--- src/rtl/ir_tx_pkg.sv ---
package ir_tx_pkg;

  localparam int SMP_W = 8;
  localparam int LEN_W = 7;
  localparam int CAR_W = 7;

  typedef enum logic [1:0] {
    ST_IDLE = 2'd0,
    ST_RUN  = 2'd1,
    ST_DONE = 2'd2
  } tx_state_e;

  // Effective carrier period: never below two half-microsecond units.
  function automatic logic [CAR_W-1:0] eff_period(input logic [CAR_W-1:0] p);
    return (p < CAR_W'(2)) ? CAR_W'(2) : p;
  endfunction

  // Effective high time: always leaves at least one low unit per period.
  function automatic logic [CAR_W-1:0] eff_high(input logic [CAR_W-1:0] h,
                                                input logic [CAR_W-1:0] pe);
    return (h >= pe) ? (pe - CAR_W'(1)) : h;
  endfunction

endpackage

--- src/rtl/ir_tx_divider.sv ---
module ir_tx_divider #(
  parameter int DIV = 4
) (
  input  logic clk,
  input  logic rst,
  input  logic run,
  output logic tick
);
  localparam int CW = (DIV > 1) ? $clog2(DIV) : 1;

  logic [CW-1:0] cnt_q;

  always_ff @(posedge clk) begin
    if (rst || !run) begin
      cnt_q <= '0;
    end else if (cnt_q == CW'(DIV - 1)) begin
      cnt_q <= '0;
    end else begin
      cnt_q <= cnt_q + CW'(1);
    end
  end

  assign tick = run && (cnt_q == CW'(DIV - 1));
endmodule

--- src/rtl/ir_tx_slots.sv ---
module ir_tx_slots #(
  parameter int NSLOT = 2,
  parameter int DW    = 8,
  localparam int SEL_W = (NSLOT > 1) ? $clog2(NSLOT) : 1
) (
  input  logic             clk,
  input  logic             rst,
  input  logic             wr,
  input  logic [SEL_W-1:0] wr_sel,
  input  logic [DW-1:0]    wr_data,
  input  logic [SEL_W-1:0] rd_sel,
  input  logic             take,
  output logic [DW-1:0]    rd_data,
  output logic             rd_full,
  output logic [NSLOT-1:0] empty
);
  logic [DW-1:0]    mem [NSLOT];
  logic [NSLOT-1:0] full_q;

  always_ff @(posedge clk) begin
    if (wr) mem[wr_sel] <= wr_data;
  end

  for (genvar i = 0; i < NSLOT; i++) begin : g_slot
    always_ff @(posedge clk) begin
      if (rst) begin
        full_q[i] <= 1'b0;
      end else if (wr && (wr_sel == SEL_W'(i))) begin
        full_q[i] <= 1'b1;
      end else if (take && (rd_sel == SEL_W'(i))) begin
        full_q[i] <= 1'b0;
      end
    end
  end

  assign rd_data = mem[rd_sel];
  assign rd_full = full_q[rd_sel];
  assign empty   = ~full_q;
endmodule

--- src/rtl/ir_tx_seq.sv ---
module ir_tx_seq
  import ir_tx_pkg::*;
#(
  parameter int NSLOT = 2,
  localparam int SEL_W = (NSLOT > 1) ? $clog2(NSLOT) : 1
) (
  input  logic             clk,
  input  logic             rst,
  input  logic             tx_en,
  input  logic             tick,
  input  logic [SMP_W-1:0] slot_data,
  input  logic             slot_full,
  output logic [SEL_W-1:0] rd_sel,
  output logic             take,
  output logic             busy,
  output logic             pulse_act,
  output logic             done_next
);
  tx_state_e        st_q, st_d;
  logic [SEL_W-1:0] rd_q, rd_d;
  logic [LEN_W-1:0] rem_q;
  logic             pul_q;
  logic             need, load;
  logic [LEN_W-1:0] smp_len;

  assign smp_len = slot_data[LEN_W-1:0];

  always_comb begin
    need = (st_q == ST_IDLE) ||
           ((st_q == ST_RUN) && tick && (rem_q == LEN_W'(1)));
    st_d = st_q;
    take = 1'b0;
    load = 1'b0;
    if (!tx_en) begin
      st_d = ST_IDLE;
    end else if (need) begin
      take = slot_full;
      if (slot_full && (smp_len != '0)) begin
        st_d = ST_RUN;
        load = 1'b1;
      end else begin
        st_d = ST_DONE;
      end
    end
  end

  always_comb begin
    if (st_d == ST_IDLE) begin
      rd_d = '0;
    end else if (take) begin
      rd_d = (rd_q == SEL_W'(NSLOT - 1)) ? '0 : rd_q + SEL_W'(1);
    end else begin
      rd_d = rd_q;
    end
  end

  always_ff @(posedge clk) begin
    if (rst) begin
      st_q  <= ST_IDLE;
      rd_q  <= '0;
      rem_q <= '0;
      pul_q <= 1'b0;
    end else begin
      st_q <= st_d;
      rd_q <= rd_d;
      if (load) begin
        rem_q <= smp_len;
        pul_q <= slot_data[SMP_W-1];
      end else if ((st_q == ST_RUN) && tick) begin
        rem_q <= rem_q - LEN_W'(1);
      end
    end
  end

  assign rd_sel    = rd_q;
  assign busy      = (st_q == ST_RUN);
  assign pulse_act = (st_q == ST_RUN) && pul_q;
  assign done_next = (st_d == ST_DONE);
endmodule

--- src/rtl/ir_tx_carrier.sv ---
module ir_tx_carrier
  import ir_tx_pkg::*;
#(
  parameter int HALF_US_DIV = 50
) (
  input  logic             clk,
  input  logic             rst,
  input  logic             active,
  input  logic [CAR_W-1:0] prd,
  input  logic [CAR_W-1:0] high,
  input  logic             pol,
  output logic             wave
);
  logic             hu_tick;
  logic [CAR_W-1:0] phase_q;
  logic [CAR_W-1:0] pe, he;

  ir_tx_divider #(.DIV(HALF_US_DIV)) u_hu_div (
    .clk  (clk),
    .rst  (rst),
    .run  (active),
    .tick (hu_tick)
  );

  always_comb begin
    pe = eff_period(prd);
    he = eff_high(high, pe);
  end

  always_ff @(posedge clk) begin
    if (rst || !active) begin
      phase_q <= '0;
    end else if (hu_tick) begin
      phase_q <= (phase_q >= pe - CAR_W'(1)) ? '0 : phase_q + CAR_W'(1);
    end
  end

  assign wave = (phase_q < he) ^ pol;
endmodule

--- src/rtl/ir_rl_tx.sv ---
module ir_rl_tx
  import ir_tx_pkg::*;
#(
  parameter int HALF_US_DIV = 50,
  parameter int SAMPLE_DIV  = 5000,
  parameter int NSLOT       = 2,
  localparam int SEL_W = (NSLOT > 1) ? $clog2(NSLOT) : 1
) (
  input  logic             clk,
  input  logic             rst,
  input  logic             tx_en,
  input  logic             carr_en,
  input  logic             out_inv,
  input  logic             done_irq_en,
  input  logic [7:0]       carr_prd,
  input  logic [6:0]       carr_high,
  input  logic             buf_wr,
  input  logic [SEL_W-1:0] buf_wr_sel,
  input  logic [7:0]       buf_wr_data,
  output logic [NSLOT-1:0] slot_empty,
  output logic             busy,
  output logic             done_irq,
  output logic             ir_out
);
  logic [SEL_W-1:0] rd_sel;
  logic [SMP_W-1:0] slot_data;
  logic             slot_full;
  logic             take;
  logic             smp_tick;
  logic             pulse_act;
  logic             done_next;
  logic             wave;
  logic             ir_q, irq_q;

  ir_tx_slots #(.NSLOT(NSLOT), .DW(SMP_W)) u_slots (
    .clk     (clk),
    .rst     (rst),
    .wr      (buf_wr),
    .wr_sel  (buf_wr_sel),
    .wr_data (buf_wr_data),
    .rd_sel  (rd_sel),
    .take    (take),
    .rd_data (slot_data),
    .rd_full (slot_full),
    .empty   (slot_empty)
  );

  ir_tx_divider #(.DIV(SAMPLE_DIV)) u_smp_div (
    .clk  (clk),
    .rst  (rst),
    .run  (busy),
    .tick (smp_tick)
  );

  ir_tx_seq #(.NSLOT(NSLOT)) u_seq (
    .clk       (clk),
    .rst       (rst),
    .tx_en     (tx_en),
    .tick      (smp_tick),
    .slot_data (slot_data),
    .slot_full (slot_full),
    .rd_sel    (rd_sel),
    .take      (take),
    .busy      (busy),
    .pulse_act (pulse_act),
    .done_next (done_next)
  );

  ir_tx_carrier #(.HALF_US_DIV(HALF_US_DIV)) u_carr (
    .clk    (clk),
    .rst    (rst),
    .active (pulse_act),
    .prd    (carr_prd[CAR_W-1:0]),
    .high   (carr_high),
    .pol    (carr_prd[7]),
    .wave   (wave)
  );

  always_ff @(posedge clk) begin
    if (rst) begin
      ir_q  <= 1'b0;
      irq_q <= 1'b0;
    end else begin
      ir_q  <= (pulse_act ? (carr_en ? wave : 1'b1) : 1'b0) ^ out_inv;
      irq_q <= done_next && done_irq_en;
    end
  end

  assign ir_out   = ir_q;
  assign done_irq = irq_q;
endmodule

--- config.mk ---
export PLATFORM = sky130hd
export DESIGN_NAME = ir_rl_tx
export DESIGN_NICKNAME = d
export VERILOG_FILES = /design/src/rtl/ir_tx_pkg.sv /design/src/rtl/ir_tx_divider.sv /design/src/rtl/ir_tx_slots.sv /design/src/rtl/ir_tx_seq.sv /design/src/rtl/ir_tx_carrier.sv /design/src/rtl/ir_rl_tx.sv
export SDC_FILE = /design/constraint.sdc
export NUM_CORES = 1
export LEC_CHECK = 0
export ABC_CLOCK_PERIOD_IN_PS = 4000
export CAP_MARGIN = 20
export CORE_ASPECT_RATIO = 0.75
export CORE_MARGIN = 4
export CORE_UTILIZATION = 31
export CTS_BUF_LIST = sky130_fd_sc_hd__clkbuf_2 sky130_fd_sc_hd__clkbuf_4 sky130_fd_sc_hd__clkbuf_8
export DETAILED_ROUTE_END_ITERATION = 10
export DONT_BUFFER_PORTS = 1
export PLACE_DENSITY = 0.52
export SYNTH_ARGS = -nofsm -noshare
export SYNTH_HDL_FRONTEND = slang
export SYNTH_SLANG_ARGS = --single-unit
--- constraint.sdc ---
create_clock -name clk -period 4 [get_ports clk]
set_input_delay 0 -clock clk [delete_from_list [all_inputs] [get_ports clk]]
set_output_delay 0 -clock clk [all_outputs]
set_load 0.01 [all_outputs]
==> key figures, run 1 <==
Logic synthesis
  • Post-Synthesis Cells: 336
  • Yosys top cell area share: 26.3%
  • Post-synth EDFFs: 16
  • Synth area leaders: dfxtp_1, edfxtp_1, ha_1
  • Sequential share of the synthesized area: 41.3%
  • Synth cell types: 49
  • Largest area contributor in the netlist: dfxtp_1
  • Synth Warn #: 0
  • Mean area per synthesized cell: 9.51 um^2
  • Seq cells post-synth: 58
  • Async SR Flop Fraction: 0%
  • Cell Area, Synth: 3200 um^2
  • Mapped Nets: 396
  • Main flop type after synthesis: dfxtp_1

Global routing
  • GRT busiest layer: met2
  • Vias in the first global route: 2,238
  • Met2 usage: 15.8%
  • Largest net degree at the start of global routing: 17
  • GRT Util Overall: 11.4%
  • Grt met1 use: 15.8%
  • First-pass GRT wire length: 10.9 mm
  • Grt met3 use: 5.16%
  • Total gr overflow: 0
  • Initial antenna violation count: 0

Clock network
  • CTS tree: yes
  • Hold buffer count at cts: 14
  • Clock latency at the later pin of the worst-skew pair: 340 ps
  • Cts bufs inserted: 9
  • Post-CTS sizing: 0
  • Clk root buf: clkbuf_8
  • # Post-CTS Setup Buffers: 0
  • Clock Sink Count: 58
  • H-tree depth: 3
  • Clock Tree Buf Depth: 2
  • Clock Pin Slew Worst Setup and Hold Paths: 60 ps

Power and ir drop
  • Net Switching: 0.302 mW
  • Internal: 1.02 mW
  • Clock power share: 43.0%
  • Power per cell area: 360 nW/um^2
  • Max IR drop VDD: 0.235 mV
  • P_leak: 1.38 nW
  • Comb pwr share: 8.9%
  • Sw Share: 22.8%
  • Sequential Power Share: 48.1%

Timing
  • Normalized max-slew margin: 50.1%
  • Setup TNS: 0 ps
  • Fmax: 331 MHz
  • Least-Margin Pin Slew: 748 ps
  • RSZ-0062 raised after global routing: false
  • Final Critical Period: 3020 ps
  • Setup-failing EPs final: 0
  • Endpoints failing hold: 0
  • Max-slew violation count: 0
  • Clk_skew: 8.47 ps
  • Final period util: 75.5%

Final layout
  • Synth-to-Final Area Change: 15.0%
  • Design area: 3670 um^2
  • Commonest non-fill, non-tap cell in the layout: nor2_1
  • Share of cells above drive strength 1: 8.38%
  • Commonest cells after routing, fill and taps aside: nor2_1, dfxtp_1, ha_1
  • Antenna cells: 0
  • Final net count: 413

Critical path
  • CP endpoint kind: flop
  • CP Launch Point: carr_prd[4]
  • Critical Path AT: 3250 ps
  • WS Path Type: input pin to flop
  • Required time worst endpoint: 4230 ps
  • Crit Reg-Reg Endpoint: u_seq.rem_q[4]
  • Worst-path fanout max: 13
  • Worst setup SP type: input pin
  • Reg-to-reg slack, setup: 1420 ps
  • Register-to-Register Path Depth: 9
  • Worst R2R Start: u_smp_div.cnt_q[0]

Routing
  • Wire length per cell: 12.9 um
  • Vias per cell: 4.71
  • Routed WL: 6.32 mm
  • DRT iter0 DRCs: 119
  • Number of routed nets with antenna violations: 0
  • Drt drc: 0
  • TritonRoute pass-1 iters: 4
  • DR vias: 2,308

Die
  • Starting Density: 32.4%
  • Die H: 95.9 um
  • Core area: 9850 um^2
  • Top-Level Pins: 36
  • Chip width: 125 um
  • Total die area: 12,000 um^2
  • Row Count: 31

Job
  • Max-cap violation count: 0

Min path
  • Hold WC Path Type: input pin to flop
  • Hold endpoint: ir_out
  • Worst hold start: carr_en
  • Worst hold stages: 3

Placed design
  • GPL Wtd Cong: 0.765
  • Post-DP Area: 3330 um^2
  • DP HPWL: 4.73 mm
  • Port buffer count: 0

Status
  • Status: complete, no violations
## layer usage
layer,vias up,part of all wire (%)
li1,1210,-
met2,44,39
met1,1046,54
met3,8,5.9
met4,0,1.2
met5,-,0
## cells in the mapped netlist, types with 2 or more instances
master	n
a211oi_1	9
ha_1	29
dfxtp_1	42
clkbuf_1	6
nand3_1	15
a31oi_1	2
mux2_2	5
a21oi_1	13
a21o_1	3
and3_1	7
nor2b_1	8
or3_1	2
nor2_1	51
o31a_1	2
nor3_1	3
edfxtp_1	16
o21ai_0	10
xnor2_1	16
nand2b_1	4
o21ai_1	2
nand4_1	3
xor2_1	16
and4_1	3
nor4_1	3
nand4b_1	3
mux2i_1	3
nand3b_1	2
nand2_1	17
o21a_1	2
inv_1	20
## logic make-up (layout without fill, tap and decap cells)
| logic type | Yosys count | count (layout) | synth area share [%] |
|---|---|---|---|
| AOI/OAI and AO/OA | 49 | 49 | 10.2 |
| adders and majority gates | 29 | 29 | 11.4 |
| and+or+nand+nor | 130 | 130 | 21.3 |
| xor gates and xnor gates | 32 | 32 | 8.77 |
| muxes | 10 | 10 | 3.60 |
| buffers and inverters | 28 | 50 | 3.44 |
| DFF | 58 | 58 | 41.3 |
## power groups by stage
| stage | combinational [mW] | sequential, mW | clock [mW] |
|---|---|---|---|
| 2_1_floorplan | 0.0883 | 0.644 | 0 |
| 3_3_place_gp | 0.103 | 0.649 | 0 |
| 3_5_place_dp | 0.104 | 0.649 | 0 |
| 4_1_cts | 0.119 | 0.636 | 0.589 |
| 5_1_grt | 0.137 | 0.638 | 0.616 |
| 6_report | 0.118 | 0.636 | 0.569 |
## how the worst max path moves through the flow
stage | endpoint | slack [ps] | depth (start not counted)
2_1_floorplan | ir_out | 810 | 17
3_3_place_gp | ir_out | 740 | 16
3_5_place_dp | ir_out | 610 | 16
4_1_cts | ir_out | 990 | 16
5_1_grt | ir_out | 660 | 17
6_report | ir_out | 980 | 16
## layout make-up
| class | count | area (um^2) |
|---|---|---|
| Multi-Input combinational cell | 250 | 1770 |
| Fill cell | 1007 | 6180 |
| Clock inverter | 7 | 83.8 |
| Clock buffer | 9 | 124 |
| Inverter | 20 | 75.1 |
| Sequential cell | 58 | 1320 |
| Timing Repair Buffer | 14 | 140 |
| Tap cell | 132 | 165 |
## registers in the layout, summed over array words and instances (netlist names), named ones only
signal / cells
u_seq.pul_q: 1
u_slots.mem: 16
u_seq.st_q: 2
u_slots.full_q: 2
done_irq: 1
u_smp_div.cnt_q: 13
u_carr.u_hu_div.cnt_q: 6
u_seq.rd_sel: 1
u_carr.phase_q: 7
ir_out: 1
u_seq.rem_q: 7
## worst max-delay path, stage by stage
cell and delay (ps):
nor3_2 260, nor4b_4 290, nand2b_4 210, inv_1 40, ha_1 250, nand2b_1 90, a31oi_1 100, o21ai_2 420
o21ai_0 160, ha_1 310, a21o_1 180, a21oi_1 120, o21ai_0 130, o21a_1 210, o211ai_2 170, mux2_4 310
## through the flow
stage / instances / total power, mW / hold WS, ps / util [%] / setup WS, ps
floorplan: 336 / 0.733 / 72.8 / - / 813
global placement: 460 / 0.752 / 74.8 / 33.8 / 737
detailed placement: 460 / 0.753 / 76.5 / 33.8 / 609
CTS: 490 / 1.34 / 2.50 / 37.3 / 990
global route: 490 / 1.39 / 19.9 / 37.3 / 660
finish: 490 / 1.32 / 22.7 / 37.3 / 980
Note: power is estimated with default switching activity, not from simulation.
==> run 2: changes to the inputs <==
--- a/config.mk
+++ b/config.mk
@@ -5,7 +5,7 @@
 export SDC_FILE = /design/constraint.sdc
 export NUM_CORES = 1
 export LEC_CHECK = 0
-export ABC_CLOCK_PERIOD_IN_PS = 4000
+export ABC_CLOCK_PERIOD_IN_PS = 3150
 export CAP_MARGIN = 20
 export CORE_ASPECT_RATIO = 0.75
 export CORE_MARGIN = 4
==> constraint.sdc (replaced) <==
create_clock -name clk -period 3.15 [get_ports clk]
set_input_delay 0 -clock clk [delete_from_list [all_inputs] [get_ports clk]]
set_output_delay 0 -clock clk [all_outputs]
set_load 0.01 [all_outputs]
==> run 2 against run 1 <==
Wire length stayed put. Via count is 2.3% lower. Die area stayed put. Core utilization is 0.43 points higher. Clock power is 22% higher.
==> key figures, run 2 (synthesis results as in run 1) <==
Critical path
  • CP endpoint kind: flop
  • Required time worst endpoint: 3390 ps (-840 ps)
  • Critical Path AT: 3080 ps (-170 ps)
  • Worst-path fanout max: 10 (-3)
  • Crit Reg-Reg Endpoint: u_seq.rem_q[0]
  • Cell Chain, Critical Path: nor3_2 -> nor4b_4 -> nand2b_4 -> inv_1 -> ha_1 -> nand2b_1 -> a31oi_1 -> o21ai_2 -> nand2_1 -> o21ai_0 -> ha_1 -> a21o_1 -> a21oi_1 -> o21ai_0 -> o21a_1 -> o211ai_2 -> mux2_4
  • Worst R2R Start: u_smp_div.cnt_q[0]
  • Top cell family by delay on the critical path: compound AO/OA/AOI/OAI gates
  • Critical path's largest stage delay: 310 ps (-110 ps)
  • Critical path's slowest cell: mux2_4
  • Reg-to-reg slack, setup: 500 ps (-920 ps)
  • Worst setup SP type: input pin
  • WS Path Type: input pin to flop
  • CP Buf/Inv Count: 1 (unchanged)
  • Register-to-Register Path Depth: 9 (unchanged)

Final layout
  • Max reg flops: 16 (unchanged)
  • Final net count: 419 (+1.5%)
  • Synth-to-Final Area Change: 16.3%
  • Commonest non-fill, non-tap cell in the layout: nor2_1
  • Share of cells above drive strength 1: 10.4% (+2.1 points)
  • Largest regs: u_slots.mem: 16 flops, u_smp_div.cnt_q: 13 flops
  • Design area: 3720 um^2 (+1.2%)
  • Top reg by flops: u_slots.mem
  • Antenna cells: 0 (unchanged)
  • Commonest cells after routing, fill and taps aside: nor2_1, dfxtp_1, ha_1

Status
  • Status: complete, no violations

Min path
  • Worst hold stages: 4 (+1)
  • Hold endpoint: ir_out
  • Worst hold start: carr_prd[7]
  • Hold WC Path Type: input pin to flop

Clock network
  • # Post-CTS Setup Buffers: 0 (unchanged)
  • Clock Pin Slew Worst Setup and Hold Paths: 70 ps (about the same)
  • Clk root buf: clkbuf_8
  • H-tree depth: 3 (unchanged)
  • Clock Tree Buf Depth: 2 (unchanged)
  • Clock Sink Count: 58 (unchanged)
  • Clock latency at the later pin of the worst-skew pair: 360 ps (+20 ps)
  • Cts bufs inserted: 9 (unchanged)
  • CTS tree: yes

Timing
  • Setup TNS: 0 ps (unchanged)
  • Clk_skew: 10.9 ps (+2.45 ps)
  • Setup-failing EPs final: 0 (unchanged)
  • Endpoints failing hold: 0 (unchanged)
  • Final Critical Period: 2840 ps
  • Normalized max-slew margin: 48.9% (-1.1 points)
  • Max-slew violation count: 0 (unchanged)
  • Fmax: 352 MHz
  • Least-Margin Pin Slew: 765 ps (+16.8 ps)
  • Final period util: 90.1%
  • RSZ-0062 raised after global routing: false
  • Worst hold margin: 44.8 ps (+22.0 ps)

Die
  • Total die area: 12,000 um^2 (unchanged)
  • Starting Density: 32.4% (unchanged)
  • Row Count: 31 (unchanged)
  • Top-Level Pins: 36 (unchanged)
  • Core area: 9850 um^2 (unchanged)
  • Chip width: 125 um (unchanged)
  • Die H: 95.9 um (unchanged)

Routing
  • Drt drc: 0 (unchanged)
  • DRT iter0 DRCs: 98 (-18%)
  • Routed WL: 6.32 mm (unchanged)
  • DR vias: 2,254 (-2.3%)
  • TritonRoute pass-1 iters: 4 (unchanged)
  • Wire length per cell: 12.7 um (-1.2%)
  • Vias per cell: 4.54 (-3.5%)
  • Number of routed nets with antenna violations: 0 (unchanged)

Global routing
  • First-pass GRT wire length: 10.6 mm (-2.6%)
  • GRT Util Overall: 11.3% (-0.036 points)
  • Vias in the first global route: 2,208 (-1.3%)
  • Largest net degree at the start of global routing: 17 (unchanged)
  • Total gr overflow: 0 (unchanged)
  • Initial antenna violation count: 0 (unchanged)

Job
  • Max-cap violation count: 0 (unchanged)

Placed design
  • Port buffer count: 0 (unchanged)
  • GPL Wtd Cong: 0.752 (-1.6%)
  • DP HPWL: 4.75 mm (+0.30%)
  • Post-DP Area: 3360 um^2 (+1.1%)

Power and ir drop
  • Max IR drop VDD: 0.406 mV (+73%)
  • Power per cell area: 446 nW/um^2 (+24%)
  • PnR Total Power: 1.66 mW (+25%)
  • P_leak: 1.40 nW (+1.4%)
## run 2: metrics by stage
step	setup slack, ps	std cells	util [%]
after floorplan	14.1	336	-
after CTS	336	496	37.7
after global placement	110	465	34.2
final	311	496	37.7
after detailed placement	-67.0	465	34.2
after global routing	41.5	496	37.7
## run 2: power breakdown
| group | internal, mW | switching (mW) | leakage [nW] |
|---|---|---|---|
| Sequential | 0.792 | 0.0157 | 0.490 |
| Combinational | 0.0762 | 0.0826 | 0.820 |
| Clock | 0.369 | 0.323 | 0.0921 |
| Total | 1.24 | 0.422 | 1.40 |
## run 2: cell type report
type,instances,area (um^2)
multi-input combinational,250,1770
clock buffer,9,124
inverter,20,75.1
sequential,58,1320
fill,1029,6130
tap,132,165
timing repair buffer,20,188
clock inverter,7,78.8
## run 2: worst min-delay path, stage by stage
cell and delay (ps):
inv_1 30, o2111ai_2 50, o211ai_2 90, mux2_4 190
## run 2: per-layer routing
metal  wire, um  vias to the layer above  track usage (%)
li1           -                     1223                -
met1       3450                      990             15.2
met2       2460                       34             16.1
met3        353                        7             5.32
met4         54                        0             3.79
met5          0                        -                0
## run 2: how the worst max path moves through the flow
| stage | to | from | slack (ps) | cells past startpoint |
|---|---|---|---|---|
| 4_1_cts | ir_out | carr_prd[4] | 340 | 16 |
| 3_3_place_gp | ir_out | carr_prd[4] | 110 | 17 |
| 6_report | ir_out | carr_prd[4] | 310 | 17 |
| 5_1_grt | ir_out | carr_prd[4] | 40 | 17 |
| 3_5_place_dp | ir_out | carr_prd[4] | -70 | 17 |
| 2_1_floorplan | ir_out | carr_prd[4] | 10 | 17 |
## run 2: repair_timing
action                    4_1_cts  5_1_grt
resized for setup               0        0
hold endpoints to repair       46        0
hold buffers                   15        0
==> run 3: changes to the inputs <==
--- a/config.mk
+++ b/config.mk
@@ -5,15 +5,16 @@
 export SDC_FILE = /design/constraint.sdc
 export NUM_CORES = 1
 export LEC_CHECK = 0
-export ABC_CLOCK_PERIOD_IN_PS = 3150
+export ABC_CLOCK_PERIOD_IN_PS = 3000
 export CAP_MARGIN = 20
 export CORE_ASPECT_RATIO = 0.75
 export CORE_MARGIN = 4
-export CORE_UTILIZATION = 31
+export CORE_UTILIZATION = 40
 export CTS_BUF_LIST = sky130_fd_sc_hd__clkbuf_2 sky130_fd_sc_hd__clkbuf_4 sky130_fd_sc_hd__clkbuf_8
 export DETAILED_ROUTE_END_ITERATION = 10
 export DONT_BUFFER_PORTS = 1
-export PLACE_DENSITY = 0.52
+export PLACE_DENSITY = 0.61
+export SKIP_CTS_REPAIR_TIMING = 1
 export SYNTH_ARGS = -nofsm -noshare
 export SYNTH_HDL_FRONTEND = slang
 export SYNTH_SLANG_ARGS = --single-unit
==> constraint.sdc (replaced) <==
create_clock -name clk -period 3 [get_ports clk]
set_input_delay 0 -clock clk [delete_from_list [all_inputs] [get_ports clk]]
set_output_delay 0 -clock clk [all_outputs]
set_load 0.01 [all_outputs]
==> run 3 against run 2 <==
Critical endpoint unchanged. Critical path type unchanged. Clock skew fell by 1.3 ps. Flip-flop and latch count is the same. Setup slack worse by 46 ps. Die area is 21% lower.
==> key figures, run 3 (synthesis results as in run 1) <==
Clock network
  • Clock Pin Slew Worst Setup and Hold Paths: 70 ps (about the same)
  • Clock Sink Count: 58 (unchanged)
  • Clk root buf: clkbuf_8
  • CTS tree: yes
  • Clock Tree Buf Depth: 2 (unchanged)
  • Cts bufs inserted: 9 (unchanged)
  • Clock latency at the later pin of the worst-skew pair: 330 ps (-30 ps)
  • H-tree depth: 3 (unchanged)

Critical path
  • Required time worst endpoint: 3220 ps (-170 ps)
  • CP endpoint: ir_out
  • Top cell family by delay on the critical path: compound AO/OA/AOI/OAI gates
  • CP Buf/Inv Count: 2 (+1)
  • Reg-to-reg slack, setup: 680 ps (+180 ps)
  • WS Path Type: input pin to flop
  • Critical path depth in cells: 16 (-1)
  • Worst-path fanout max: 10 (unchanged)
  • Critical path's largest stage delay: 310 ps (about the same)
  • Worst setup SP type: input pin
  • Register-to-Register Path Depth: 8 (-1)
  • Crit Reg-Reg Endpoint: u_seq.rem_q[3]
  • Critical Path AT: 2950 ps (-130 ps)
  • Worst R2R Start: u_smp_div.cnt_q[0]
  • CP endpoint kind: flop
  • CP dominant cell by count: ha_1
  • Cell Chain, Critical Path: nor3_4 -> nor4b_4 -> nand2b_4 -> inv_1 -> ha_1 -> nand2b_1 -> a31oi_2 -> o21ai_4 -> buf_4 -> o21ai_0 -> ha_1 -> nand3_1 -> o21ai_1 -> o21a_1 -> o211ai_2 -> mux2_4
  • Critical path's slowest cell: mux2_4
  • CP Launch Point: carr_prd[4]

Final layout
  • Synth-to-Final Area Change: 15.0%
  • Commonest non-fill, non-tap cell in the layout: nor2_1
  • Commonest cells after routing, fill and taps aside: nor2_1, dfxtp_1, ha_1
  • Share of cells above drive strength 1: 11.0% (+0.61 points)
  • Top reg by flops: u_slots.mem
  • Antenna cells: 0 (unchanged)
  • Largest regs: u_slots.mem: 16 flops, u_smp_div.cnt_q: 13 flops
  • Design area: 3670 um^2 (-1.1%)
  • Final net count: 417 (-0.48%)
  • Final Util: 48.6% (+11 points)
  • Max reg flops: 16 (unchanged)

Status
  • Status: complete, no violations

Timing
  • Worst setup margin: 265 ps (-46.1 ps)
  • Normalized max-slew margin: 50.5% (+1.6 points)
  • Clk_skew: 9.59 ps (-1.33 ps)
  • RSZ-0062 raised after global routing: false
  • Max-slew violation count: 0 (unchanged)
  • Least-Margin Pin Slew: 741 ps (-23.8 ps)
  • Final period util: 91.2%
  • Fmax: 366 MHz
  • Setup TNS: 0 ps (unchanged)
  • Setup-failing EPs final: 0 (unchanged)
  • Endpoints failing hold: 0 (unchanged)
  • Final Critical Period: 2730 ps

Routing
  • TritonRoute pass-1 iters: 4 (unchanged)
  • Vias per cell: 4.98 (+9.6%)
  • Drt drc: 0 (unchanged)
  • Wire length per cell: 13.4 um (+5.3%)
  • Number of routed nets with antenna violations: 0 (unchanged)
  • DR vias: 2,305 (+2.3%)
  • Routed WL: 6.21 mm (-1.7%)
  • DRT iter0 DRCs: 91 (-7.1%)

Die
  • Die H: 85.4 um (-11%)
  • Row Count: 27 (-13%)
  • Starting Density: 42.2% (+9.8 points)
  • Chip width: 111 um (-11%)
  • Top-Level Pins: 36 (unchanged)
  • Core area: 7570 um^2 (-23%)
  • Total die area: 9500 um^2 (-21%)

Placed design
  • Pre-CTS setup slack: -106 ps (-39.1 ps)
  • Post-DP Area: 3320 um^2 (-1.2%)
  • Port buffer count: 0 (unchanged)
  • GPL Wtd Cong: 0.870 (+16%)
  • DP HPWL: 4.71 mm (-0.70%)

Job
  • Max-cap violation count: 0 (unchanged)

Power and ir drop
  • Power per cell area: 474 nW/um^2 (+6.2%)
  • Max IR drop VDD: 0.333 mV (-18%)
  • PnR Total Power: 1.74 mW (+5.0%)
  • P_leak: 1.39 nW (-0.73%)

Global routing
  • Initial antenna violation count: 0 (unchanged)
  • GRT Util Overall: 13.6% (+2.2 points)
  • Vias in the first global route: 2,172 (-1.6%)
  • Largest net degree at the start of global routing: 18 (+1)
  • Total gr overflow: 0 (unchanged)
  • First-pass GRT wire length: 10.4 mm (-2.1%)

Min path
  • Hold WC Path Type: input pin to flop
run 3: cell count changes in the layout (fill, tap and decap cells not counted), sizes merged:
cell	previous run	this run
clkinvlp	3	4
inv	21	22
clkinv	2	0
dlygate4sd3	15	12
buf	5	6
run 3: cell type report:
| cell class | instances | area [um^2] |
|---|---|---|
| Clock buffer | 9 | 124 |
| Clock inverter | 7 | 77.6 |
| Fill cell | 729 | 3890 |
| Inverter | 20 | 75.1 |
| Multi-Input combinational cell | 250 | 1790 |
| Sequential cell | 58 | 1320 |
| Tap cell | 101 | 126 |
| Timing Repair Buffer | 18 | 165 |
run 3: worst min-delay path by stage:
stage / slack [ps] / to / startpoint / depth (start not counted)
after global routing: 30 / u_slots.mem[0][0] / buf_wr_sel / 1
after detailed placement: 80 / u_seq.rem_q[4] / rst / 1
after CTS: -290 / u_seq.rem_q[0] / rst / 1
after global placement: 70 / u_seq.rem_q[4] / rst / 1
after floorplan: 70 / u_seq.rem_q[6] / rst / 1
final: 9 / u_carr.u_hu_div.cnt_q[1] / rst / 2
run 3: routing by layer:
metal  GRT usage [%]  part of all wire [%]
met5               0                     0
met3            6.27                   6.1
met1            18.0                    53
met2            19.5                    41
met4            4.31                  0.53
run 3: power by group:
group	internal, mW	switching, mW
Combinational	0.0820	0.0886
Clock	0.388	0.335
Sequential	0.831	0.0169
run 3: stage by stage:
step / instances / hold slack, ps
finish: 463 / 9.32
global route: 463 / 26.2
CTS: 449 / -291
floorplan: 336 / 72.8
global placement: 433 / 74.5
detailed placement: 433 / 77.4
